===== config.mk =====
export PLATFORM = sky130hd
export DESIGN_NAME = wp_pair
export DESIGN_NICKNAME = d
export VERILOG_FILES = /design/src/rtl/wp_pkg.sv /design/src/rtl/wp_regs.sv /design/src/rtl/wp_compare.sv /design/src/rtl/wp_arm_fsm.sv /design/src/rtl/wp_pair.sv
export SDC_FILE = /design/constraint.sdc
export NUM_CORES = 1
export LEC_CHECK = 0
export BUFFER_PORTS_ARGS = -buffer_cell sky130_fd_sc_hd__buf_4
export CAP_MARGIN = 20
export CORE_MARGIN = 2
export CORE_UTILIZATION = 50
export CTS_BUF_LIST = sky130_fd_sc_hd__clkbuf_8
export CTS_CLUSTER_DIAMETER = 150
export CTS_CLUSTER_SIZE = 25
export DETAILED_ROUTE_END_ITERATION = 8
export GPL_TIMING_DRIVEN = 0
export HOLD_SLACK_MARGIN = 0.08
export PLACE_DENSITY_LB_ADDON = 0.25
export SYNTH_ARGS = -nofsm -noshare
export SYNTH_HDL_FRONTEND = slang
export SYNTH_SLANG_ARGS = --single-unit

===== constraint.sdc =====
create_clock -name clk -period 3.16 [get_ports clk]
set_input_delay 0.474 -clock clk [delete_from_list [all_inputs] [get_ports clk]]
set_output_delay 0.474 -clock clk [all_outputs]
set_load 0.01 [all_outputs]

===== src/rtl/wp_pkg.sv =====
package wp_pkg;

    localparam int CV_W = 9;
    localparam int CM_W = 8;
    localparam int CB_W = 10;

    localparam int BIT_DSEL  = 3;
    localparam int BIT_RANGE = 7;
    localparam int BIT_CHAIN = 8;

    localparam int AC_LO = 0;
    localparam int AC_HI = 2;
    localparam int DC_LO = 4;
    localparam int DC_HI = 6;

    typedef enum logic [2:0] {
        SEL_AVAL = 3'd0,
        SEL_AMSK = 3'd1,
        SEL_DVAL = 3'd2,
        SEL_DMSK = 3'd3,
        SEL_CVAL = 3'd4,
        SEL_CMSK = 3'd5
    } reg_sel_e;

    typedef enum logic {
        ST_DISARMED = 1'b0,
        ST_ARMED    = 1'b1
    } arm_state_e;

endpackage


===== src/rtl/wp_regs.sv =====
module wp_regs
    import wp_pkg::*;
#(
    parameter int ADDR_W = 32,
    parameter int DATA_W = 32,
    parameter int WR_W   = 32
) (
    input  logic              clk,
    input  logic              rst_n,
    input  logic              we,
    input  logic [2:0]        sel,
    input  logic [WR_W-1:0]   wdat,
    output logic [ADDR_W-1:0] aval,
    output logic [ADDR_W-1:0] amsk,
    output logic [DATA_W-1:0] dval,
    output logic [DATA_W-1:0] dmsk,
    output logic [CV_W-1:0]   cval,
    output logic [CM_W-1:0]   cmsk
);

    always_ff @(posedge clk or negedge rst_n) begin
        if (!rst_n) begin
            aval <= '0;
            amsk <= '0;
            dval <= '0;
            dmsk <= '0;
            cval <= '0;
            cmsk <= '0;
        end else if (we) begin
            unique case (sel)
                SEL_AVAL: aval <= ADDR_W'(wdat);
                SEL_AMSK: amsk <= ADDR_W'(wdat);
                SEL_DVAL: dval <= DATA_W'(wdat);
                SEL_DMSK: dmsk <= DATA_W'(wdat);
                SEL_CVAL: cval <= wdat[CV_W-1:0];
                SEL_CMSK: cmsk <= wdat[CM_W-1:0];
                default:  ;
            endcase
        end
    end

endmodule


===== src/rtl/wp_compare.sv =====
module wp_compare
    import wp_pkg::*;
#(
    parameter int ADDR_W = 32,
    parameter int DATA_W = 32
) (
    input  logic [ADDR_W-1:0] aval,
    input  logic [ADDR_W-1:0] amsk,
    input  logic [DATA_W-1:0] dval,
    input  logic [DATA_W-1:0] dmsk,
    input  logic [CV_W-1:0]   cval,
    input  logic [CM_W-1:0]   cmsk,
    input  logic [ADDR_W-1:0] if_addr,
    input  logic [DATA_W-1:0] if_instr,
    input  logic [ADDR_W-1:0] dt_addr,
    input  logic [DATA_W-1:0] dt_rdata,
    input  logic [DATA_W-1:0] dt_wdata,
    input  logic              dt_is_write,
    input  logic [CB_W-1:0]   cbus,
    output logic              hit
);

    localparam int ACW = AC_HI - AC_LO + 1;
    localparam int DCW = DC_HI - DC_LO + 1;

    logic [ADDR_W-1:0] a_bus;
    logic [DATA_W-1:0] d_bus;
    logic [ACW-1:0]    ac_ok;
    logic [DCW-1:0]    dc_ok;
    logic              a_part;
    logic              d_part;

    always_comb begin
        if (cval[BIT_DSEL]) begin
            a_bus = dt_addr;
            d_bus = dt_is_write ? dt_wdata : dt_rdata;
        end else begin
            a_bus = if_addr;
            d_bus = if_instr;
        end
    end

    assign ac_ok  = (cval[AC_HI:AC_LO] ~^ cbus[AC_HI:AC_LO]) | cmsk[AC_HI:AC_LO];
    assign dc_ok  = (cval[DC_HI:DC_LO] ~^ cbus[DC_HI:DC_LO]) | cmsk[DC_HI:DC_LO];
    assign a_part = (&((aval ~^ a_bus) | amsk)) & (&ac_ok);
    assign d_part = (&((dval ~^ d_bus) | dmsk)) & (&dc_ok);
    assign hit    = a_part & d_part;

endmodule


===== src/rtl/wp_arm_fsm.sv =====
module wp_arm_fsm
    import wp_pkg::*;
(
    input  logic clk,
    input  logic rst_n,
    input  logic bus_valid,
    input  logic wr_en,
    input  logic hit0,
    input  logic chain_in,
    input  logic chain_en,
    input  logic range_en,
    output logic armed,
    output logic match0_o,
    output logic match1_o
);

    arm_state_e state, nxt;
    logic fire0, fire1, gate0;

    assign armed = (state == ST_ARMED);
    assign gate0 = (!chain_en || armed) && (!range_en || chain_in);
    assign fire0 = bus_valid && hit0 && gate0;
    assign fire1 = bus_valid && chain_in;

    always_comb begin
        nxt = state;
        unique case (state)
            ST_DISARMED: begin
                if (!wr_en && fire1) nxt = ST_ARMED;
            end
            ST_ARMED: begin
                if (wr_en)      nxt = ST_DISARMED;
                else if (fire1) nxt = ST_ARMED;
                else if (fire0) nxt = ST_DISARMED;
            end
            default: nxt = ST_DISARMED;
        endcase
    end

    always_ff @(posedge clk or negedge rst_n) begin
        if (!rst_n) state <= ST_DISARMED;
        else        state <= nxt;
    end

    always_ff @(posedge clk or negedge rst_n) begin
        if (!rst_n) begin
            match0_o <= 1'b0;
            match1_o <= 1'b0;
        end else begin
            match0_o <= fire0;
            match1_o <= fire1;
        end
    end

endmodule


===== src/rtl/wp_pair.sv =====
module wp_pair
    import wp_pkg::*;
#(
    parameter int ADDR_W = 32,
    parameter int DATA_W = 32,
    parameter int WR_W   = (ADDR_W > DATA_W) ? ADDR_W : DATA_W
) (
    input  logic              clk,
    input  logic              rst_n,
    input  logic              wr_en,
    input  logic              wr_unit,
    input  logic [2:0]        wr_sel,
    input  logic [WR_W-1:0]   wr_data,
    input  logic              bus_valid,
    input  logic [ADDR_W-1:0] if_addr,
    input  logic [DATA_W-1:0] if_instr,
    input  logic [ADDR_W-1:0] dt_addr,
    input  logic [DATA_W-1:0] dt_rdata,
    input  logic [DATA_W-1:0] dt_wdata,
    input  logic              dt_is_write,
    input  logic [CB_W-1:0]   cbus,
    output logic              match0_o,
    output logic              match1_o
);

    localparam int N_UNITS = 2;

    logic [N_UNITS-1:0] hit;
    logic [CV_W-1:0]    cval0;
    logic               chain_en, range_en, armed;

    for (genvar u = 0; u < N_UNITS; u++) begin : g_unit
        logic [ADDR_W-1:0] aval, amsk;
        logic [DATA_W-1:0] dval, dmsk;
        logic [CV_W-1:0]   cval;
        logic [CM_W-1:0]   cmsk;

        wp_regs #(.ADDR_W(ADDR_W), .DATA_W(DATA_W), .WR_W(WR_W)) regs_i (
            .clk  (clk),
            .rst_n(rst_n),
            .we   (wr_en && (wr_unit == 1'(u))),
            .sel  (wr_sel),
            .wdat (wr_data),
            .aval (aval),
            .amsk (amsk),
            .dval (dval),
            .dmsk (dmsk),
            .cval (cval),
            .cmsk (cmsk)
        );

        wp_compare #(.ADDR_W(ADDR_W), .DATA_W(DATA_W)) cmp_i (
            .aval       (aval),
            .amsk       (amsk),
            .dval       (dval),
            .dmsk       (dmsk),
            .cval       (cval),
            .cmsk       (cmsk),
            .if_addr    (if_addr),
            .if_instr   (if_instr),
            .dt_addr    (dt_addr),
            .dt_rdata   (dt_rdata),
            .dt_wdata   (dt_wdata),
            .dt_is_write(dt_is_write),
            .cbus       (cbus),
            .hit        (hit[u])
        );
    end

    assign cval0    = g_unit[0].cval;
    assign chain_en = cval0[BIT_CHAIN];
    assign range_en = cval0[BIT_RANGE];

    wp_arm_fsm fsm_i (
        .clk      (clk),
        .rst_n    (rst_n),
        .bus_valid(bus_valid),
        .wr_en    (wr_en),
        .hit0     (hit[0]),
        .chain_in (hit[1]),
        .chain_en (chain_en),
        .range_en (range_en),
        .armed    (armed),
        .match0_o (match0_o),
        .match1_o (match1_o)
    );

endmodule


; After elaboration in Yosys (flattened, before gate mapping)
; Cells that the tools add are included.
[totals]
register_bits = 289
latch_bits = 0
ramBits = 0
romBits = 0
mem_count = 0
[op_classes]
addsub = 0
multipliers = 0
div = 0
n_lt_le_gt_ge = 0
eq_ne = 5
shift = 0
muxes = 10
n_bitwise = 24
reduce_logical = 33
[op_table]
columns = operator, n
row1 = $mux W32, 5
row2 = $or A32 B32 Y32, 4
row3 = $reduce_and A32 Y1, 4
row4 = $xnor A32 B32 Y32, 4
row5 = $reduce_and A2 Y1, 12
row6 = $or A3 B3 Y3, 4
row7 = $reduce_and A3 Y1, 4
row8 = $xnor A3 B3 Y3, 4
row9 = $logic_and A1 B1 Y1, 7
row10 = $and A1 B1 Y1, 6
row11 = $eq A3 B2 Y1 const B, 2
row12 = $eq A3 B3 Y1 const B, 2
row13 = $mux W1, 4
row14 = $eq A3 B1 Y1 const B, 1
row15 = $logic_not A1 Y1, 3
row16 = $logic_not A3 Y1, 1
row17 = $logic_or A1 B1 Y1, 2
row18 = $not A1 Y1, 2
row19 = $pmux W1 S2, 1

; Logic depth before layout (Yosys ltp)
[logic_depth]
word_depth = 14
ltp_mapped = 10

; Modules after synthesis
; Synthesis repeated with hierarchy kept, for this count alone.
[unflattened]
cells_unflattened = 1153
hier_area_um2 = 15387.3
[modules_own_cells]
columns = module, n_inst, cells_each, area_per_inst_um2
row1 = wp_regs, 2, 312, 5504.0
row2 = wp_compare, 2, 258, 2117.0
row3 = wp_arm_fsm, 1, 11, 128.9
row4 = wp_pair, 1, 2, 16.3

; Worst setup path before layout
; Ideal clock, no wire load.
[synth_timing]
path_kind = input-to-reg
from = in dt_is_write
to = reg fsm_i.state (netlist: fsm_i.armed)
setup_ps = 143
t_arrival_ps = 2361
t_required_ps = 3017
slack_ps = 657
stages = 10
path_cell_list = buf_6 buf_12 buf_2 mux2i_1 xor2_1 o211ai_1 nor4_1 nand4_1 o41ai_1 o211ai_1
[synth_between]
elab_chain_cells = 14
word_cells_on_any_way = 24
classes_between = mux: 8 / bitwise: 8 / reduce/logical: 8
[synth_rtl]
columns = element, line_no
row1 = start: declaration, wp_pair.sv:20  ; input logic dt_is_write,
row2 = $mux W32 (*), wp_compare.sv:36  ; d_bus = dt_is_write ? dt_wdata : dt_rdata;
row3 = $mux W32, wp_compare.sv:34  ; if (cval[BIT_DSEL]) begin
row4 = $xnor A32 B32 Y32, wp_compare.sv:46  ; assign d_part = (&((dval ~^ d_bus) | dmsk)) & (&dc_ok);
row5 = $or A32 B32 Y32, wp_compare.sv:46
row6 = $reduce_and A32 Y1, wp_compare.sv:46
row7 = $and A1 B1 Y1, wp_compare.sv:46
row8 = $and A1 B1 Y1, wp_compare.sv:47  ; assign hit = a_part & d_part;
row9 = $logic_or A1 B1 Y1, wp_arm_fsm.sv:21  ; assign gate0 = (!chain_en || armed) && (!range_en || chain_in);
row10 = $logic_and A1 B1 Y1, wp_arm_fsm.sv:21
row11 = $logic_and A1 B1 Y1, wp_arm_fsm.sv:22  ; assign fire0 = bus_valid && hit0 && gate0;
row12 = $mux W1, wp_arm_fsm.sv:34  ; else if (fire0) nxt = ST_DISARMED;
row13 = $mux W1, wp_arm_fsm.sv:33  ; else if (fire1) nxt = ST_ARMED;
row14 = $mux W1, wp_arm_fsm.sv:32  ; if (wr_en) nxt = ST_DISARMED;
row15 = $pmux W1 S2 (*), wp_arm_fsm.sv:27  ; unique case (state)
row16 = named net fsm_i.nxt, wp_arm_fsm.sv:17  ; arm_state_e state, nxt;
row17 = end signal: assignment, wp_arm_fsm.sv:42  ; else state <= nxt;
row18 = end: declaration, wp_arm_fsm.sv:17
; Mark *: on every way through the listed nets, which the timed path passes. The rest lies on a longest branch.
; A chain may end at the register's enable or synchronous reset.

; Worst setup path in the final report
[layout_timing]
from = reg g_unit[1].regs_i.cval[3]
to = reg fsm_i.match0_o
[layout_between]
elab_chain_cells = 9
word_cells_on_any_way = 14
classes_between = mux: 2 / bitwise: 7 / reduce/logical: 5
[layout_rtl]
columns = element, line_no
row1 = start: declaration, wp_regs.sv:17  ; output logic [CV_W-1:0] cval,
row2 = start signal: assignment, wp_regs.sv:35  ; SEL_CVAL: cval <= wdat[CV_W-1:0];
row3 = $mux W32, wp_compare.sv:34
row4 = "$xnor A32 B32 Y32, on equally long branches", "wp_compare.sv:45, wp_compare.sv:46"
row5 = "$or A32 B32 Y32, on equally long branches", "wp_compare.sv:45, wp_compare.sv:46"
row6 = "$reduce_and A32 Y1, on equally long branches", "wp_compare.sv:45, wp_compare.sv:46"
row7 = "$and A1 B1 Y1, on equally long branches", "wp_compare.sv:45, wp_compare.sv:46"
row8 = $and A1 B1 Y1 (*), wp_compare.sv:47
row9 = $logic_or A1 B1 Y1 (*), wp_arm_fsm.sv:21
row10 = $logic_and A1 B1 Y1 (*), wp_arm_fsm.sv:21
row11 = $logic_and A1 B1 Y1 (*), wp_arm_fsm.sv:22
row12 = named net fsm_i.fire0, wp_arm_fsm.sv:18  ; logic fire0, fire1, gate0;
row13 = end signal: assignment, wp_arm_fsm.sv:50  ; match0_o <= fire0;
row14 = end: declaration, wp_arm_fsm.sv:13  ; output logic match0_o,
; Marks and branches as above.

==> metrics.md <==
| Metric | Value |
|---|---|
| Slew Viols, Final | 0 |
| Total global-route track usage | 0.3264 |
| Flop pwr share | 0.489 |
| CP startpoint kind | register |
| CTS clk-pin slew, worst paths | around 0.15 ns |
| Register area share after synthesis | 0.4696 |
| Post-synth EDFFs | 0 |
| Area after DPL | around 0.017 mm2 |
| Post-Syn Area | 0.01529 mm2 |
| Async SR Flop Fraction | 1.000 |
| Number of global-route vias before repair | ~11000 |
| Hold Crit Start | wr_data[6] |
| Max_cap viols | 0 |
| Non-Filler Instances | 1855 |
| Final hold viol count | 0 |
| CP cell instances | buf_4 -> buf_6 -> mux2i_2 -> mux2i_2 -> o2111ai_2 -> nor4_4 -> and4_1 -> nand3_2 -> a2111oi_4 |
| Initial Util | 0.5039 |
| Post-synthesis net count | 1448 |
| IO Port Bufs | approximately 200 |
| Clock period minus worst slack | ~3.2 ns |
| Die ar. | 0.03200 mm2 |
| TritonCTS clock tree | yes |
| WL final | 51830 um |
| Setup slack, reg-to-reg | -0.01 ns |
| Pin count of the biggest net entering global routing | around 110 |
| Switching power | about 4.0 mW |
| Seq cells post-synth | approximately 290 |
| Setup TNS Final | -0.01187 ns |
| Leakage power | 7.853 nW |
| Slew HR | 0.2583 |
| Layout Nets | around 1700 |
| Clk pwr share | 0.151 |
| Clock root buffer | clkbuf_8 |
| Dpl cells | about 1800 |
| First-pass GRT wire length | 74050 um |
| Arrival time worst endpoint | ~3.6 ns |
| Status | finished, violations left |
| Final Cycle Share | 1.004 |
| Worst min path class | in -> reg |
| Area contributors post-synth | dfrtp_1, mux2_2, mux2i_1, xor2_1, xnor2_1 |
| Post-route ant nets | 0 |
| Hold Path Sink | g_unit[0].regs_i.cval[6] |
| Register area | 0.007182 mm2 |
| Part of the power in combinational logic | 0.360 |
| Clk sinks | 287 |
| Pre-Repair DR Iteration Count | 6 |
| Area occupied by multi-input gates | 0.007964 mm2 |
| Slew @ Worst Pin | 1.113 ns |
| Initial DRC count | between 1000 and 1500 |
| Sw Ratio | 0.3687 |
| Syn Area/Cell | 12.36 um2 |
| CORE AREA | 0.03035 mm2 |
| R2r worst-path depth | 9 |
| RR Endpoint | fsm_i.match0_o |
| Row count | 64 |
| CP Capture Type | register |
| Die width | 178.9 um |
| Unrepaired setup endpoints after global routing | false |
| Failing checks | negative setup slack |
| Final GP Congestion | just under 1 |
| Vias per cell | 6.082 |
| Detailed placement HPWL | 40080 um |
| Reg-to-Reg Start | g_unit[1].regs_i.cval[3] |
| Synth Instances | 1237 |
| Worst endpoint required time | 3.60 ns |
| Worst VDD drop | 0.3671 mV |
| Syn-to-layout area delta | 16.45% |
| Synth top area share | 0.4696 |
| I/O Pins | 213 |
| Post-Layout Inst Area | 0.01781 mm2 |
| Max Fclk | around 320 MHz |
| N_diodes | 0 |
| Layout Utilization | 0.5867 |
| Residual DRC count | 0 |
| Longest Clk Path Bufs | 3 |
| Die H | 178.9 um |
| Buf+Inv Stages, Crit Path | 2 |
| Most common cell on crit path | mux2i_2 |
| Leading area contributor after synthesis | dfrtp_1 |
| Library cells used by synthesis | 60 |
| GRT Residual Overflow | 0 |
| Initial antenna violation count | 3 |
| CP Max Fanout | 10 |
| Post-route setup slack | -0.01187 ns |
| Crit Path Class | reg -> reg |
| CTS H-tree depth | 1 |
| Skew final | 0.03221 ns |
| Power per cell area | 605.1 mW/mm2 |
| Internal | 6.802 mW |
| CP peak stage delay | between 0.4 and 0.5 ns |
| Share of cells above drive strength 1 | 0.3735 |
| YS warnings | 0 |
| Worst Hold Depth | 2 |
| Final setup fails | 1 |
| Worst slack at placement | -0.9968 ns |
| Clk Latency, worst-skew pair | between 0.5 and 0.6 ns |
| Wire per inst | 27.94 um |
| Via count | between 10000 and 15000 |
| Synth Flop Type | dfrtp_1 |
| CP delay by family, top | simple AND/OR/NAND/NOR gates |
| # fillers | 2583 |
| Slowest cell on crit path | nor4_4 |
| Number of buffers created by CTS | 15 |
-- synth_stat cells, types with 2 or more instances --
library cell / n
buf_2: 11
dfrtp_1: 287
clkbuf_1: 28
xnor2_1: 65
mux2i_1: 120
o32ai_1: 14
nand2_1: 13
o22ai_1: 52
nor4_1: 13
mux2_2: 278
inv_1: 9
a2111oi_0: 2
o311ai_0: 2
o21ai_0: 20
or4_1: 4
o2111ai_1: 12
and4_1: 2
xor2_1: 102
or3_1: 4
o221ai_1: 6
a22oi_1: 4
a211oi_1: 3
nor2b_1: 30
buf_4: 2
nand3_1: 2
or3b_2: 3
mux2i_2: 2
o211ai_1: 2
o22a_1: 2
nor2_1: 58
nor3b_1: 14
nand4_1: 8
nand3b_1: 2
and3_1: 3
buf_1: 10
nor3_1: 6
and3b_1: 3
nand2b_1: 10
a21oi_1: 7
buf_6: 2
-- placed cells by master (no fill, tap or decap), types with 14 or more instances in the layout --
master    netlist  layout
dfrtp_1       287     287
mux2_2        278     278
buf_4           2     207
mux2i_1       120     113
xor2_1        102     101
xnor2_1        65      65
nor2_1         58      58
o22ai_1        52      52
nor2b_1        30      30
clkbuf_1       28      26
o21ai_0        20      20
clkbuf_8        0      15
nor3b_1        14      14
o32ai_1        14      14
-- per-layer routing --
metal / global-route usage / part of all wire / up-vias
met1: 0.4556 / 0.43 / 5833
met3: 0.03287 / 0.061 / 81
met5: 0 / 0 / -
li1: - / - / 4956
met4: 0.1074 / 0.035 / 0
met2: 0.5353 / 0.47 / 413
-- stage by stage --
step           power (mW)  hold slack (ns)
3_3_place_gp        8.919           0.4796
4_1_cts             10.71           0.1276
5_1_grt             11.23           0.1335
2_1_floorplan       7.454           0.1784
6_report            10.78           0.1378
3_5_place_dp        9.033           0.4866
-- worst register-to-register path: cells and delay by family (launching register included) --
family | cells | cell delay (ns)
compound gates | 2 | 0.62
buf+inv | 2 | 0.39
flops | 1 | 0.35
mux | 2 | 0.73
simple gates | 3 | 0.95
-- timing repair --
item	CTS	global route
gates resized for setup	33	9
pin swaps	2	3
endpoints found under the setup margin	3	2
hold buffers	1	0
hold endpoints to repair	80	0
buffers inserted	1	0
-- flip-flops by register name (all words and copies together) (netlist names) --
name,cells
fsm_i.match1_o,1
g_unit.regs_i.dmsk,64
g_unit.regs_i.cval,16
fsm_i.match0_o,1
g_unit.regs_i.dval,64
g_unit.regs_i.amsk,64
g_unit.regs_i.aval,64
g_unit.regs_i.cmsk,12
fsm_i.armed,1
-- area by class of cell --
type	instances	share of cell area
multi-input cells	887	0.4472
well taps	396	0.02782
flip-flops and latches	287	0.4033
clock buffers	15	0.01159
repair buffers	207	0.09008
clock inverters	1	0.0009134
inverters	9	0.001897
plain buffers	53	0.01714
-- power groups by stage --
stage | sequential (mW) | clock [mW] | combinational (mW)
finish | 5.27 | 1.63 | 3.88
global route | 5.37 | 1.75 | 4.11
CTS | 5.24 | 1.63 | 3.84
detailed placement | 5.33 | 0 | 3.71
global placement | 5.27 | 0 | 3.65
floorplan | 5.09 | 0 | 2.37
-- kinds of logic (layout without fill, tap and decap cells) --
| group | after synthesis | in the layout | synth area share |
|---|---|---|---|
| xor gates and xnor gates | 167 | 167 | 0.09565 |
| AOI/OAI and AO/OA | 139 | 139 | 0.06488 |
| buffers and inverters | 63 | 285 | 0.01890 |
| and+or+nand+nor | 181 | 181 | 0.06587 |
| muxes | 400 | 400 | 0.2851 |
| DFF | 287 | 287 | 0.4696 |
-- worst max path at each step --
stage / start / to / cells past startpoint
2_1_floorplan: dt_is_write / fsm_i.armed / 10
3_3_place_gp: g_unit[1].regs_i.cval[3] / fsm_i.match0_o / 10
3_5_place_dp: g_unit[1].regs_i.cval[3] / fsm_i.match0_o / 10
4_1_cts: g_unit[1].regs_i.cval[3] / fsm_i.match0_o / 9
5_1_grt: g_unit[1].regs_i.cval[3] / fsm_i.match0_o / 10
6_report: g_unit[1].regs_i.cval[3] / fsm_i.match0_o / 9
(Power assumes the default switching activity.)
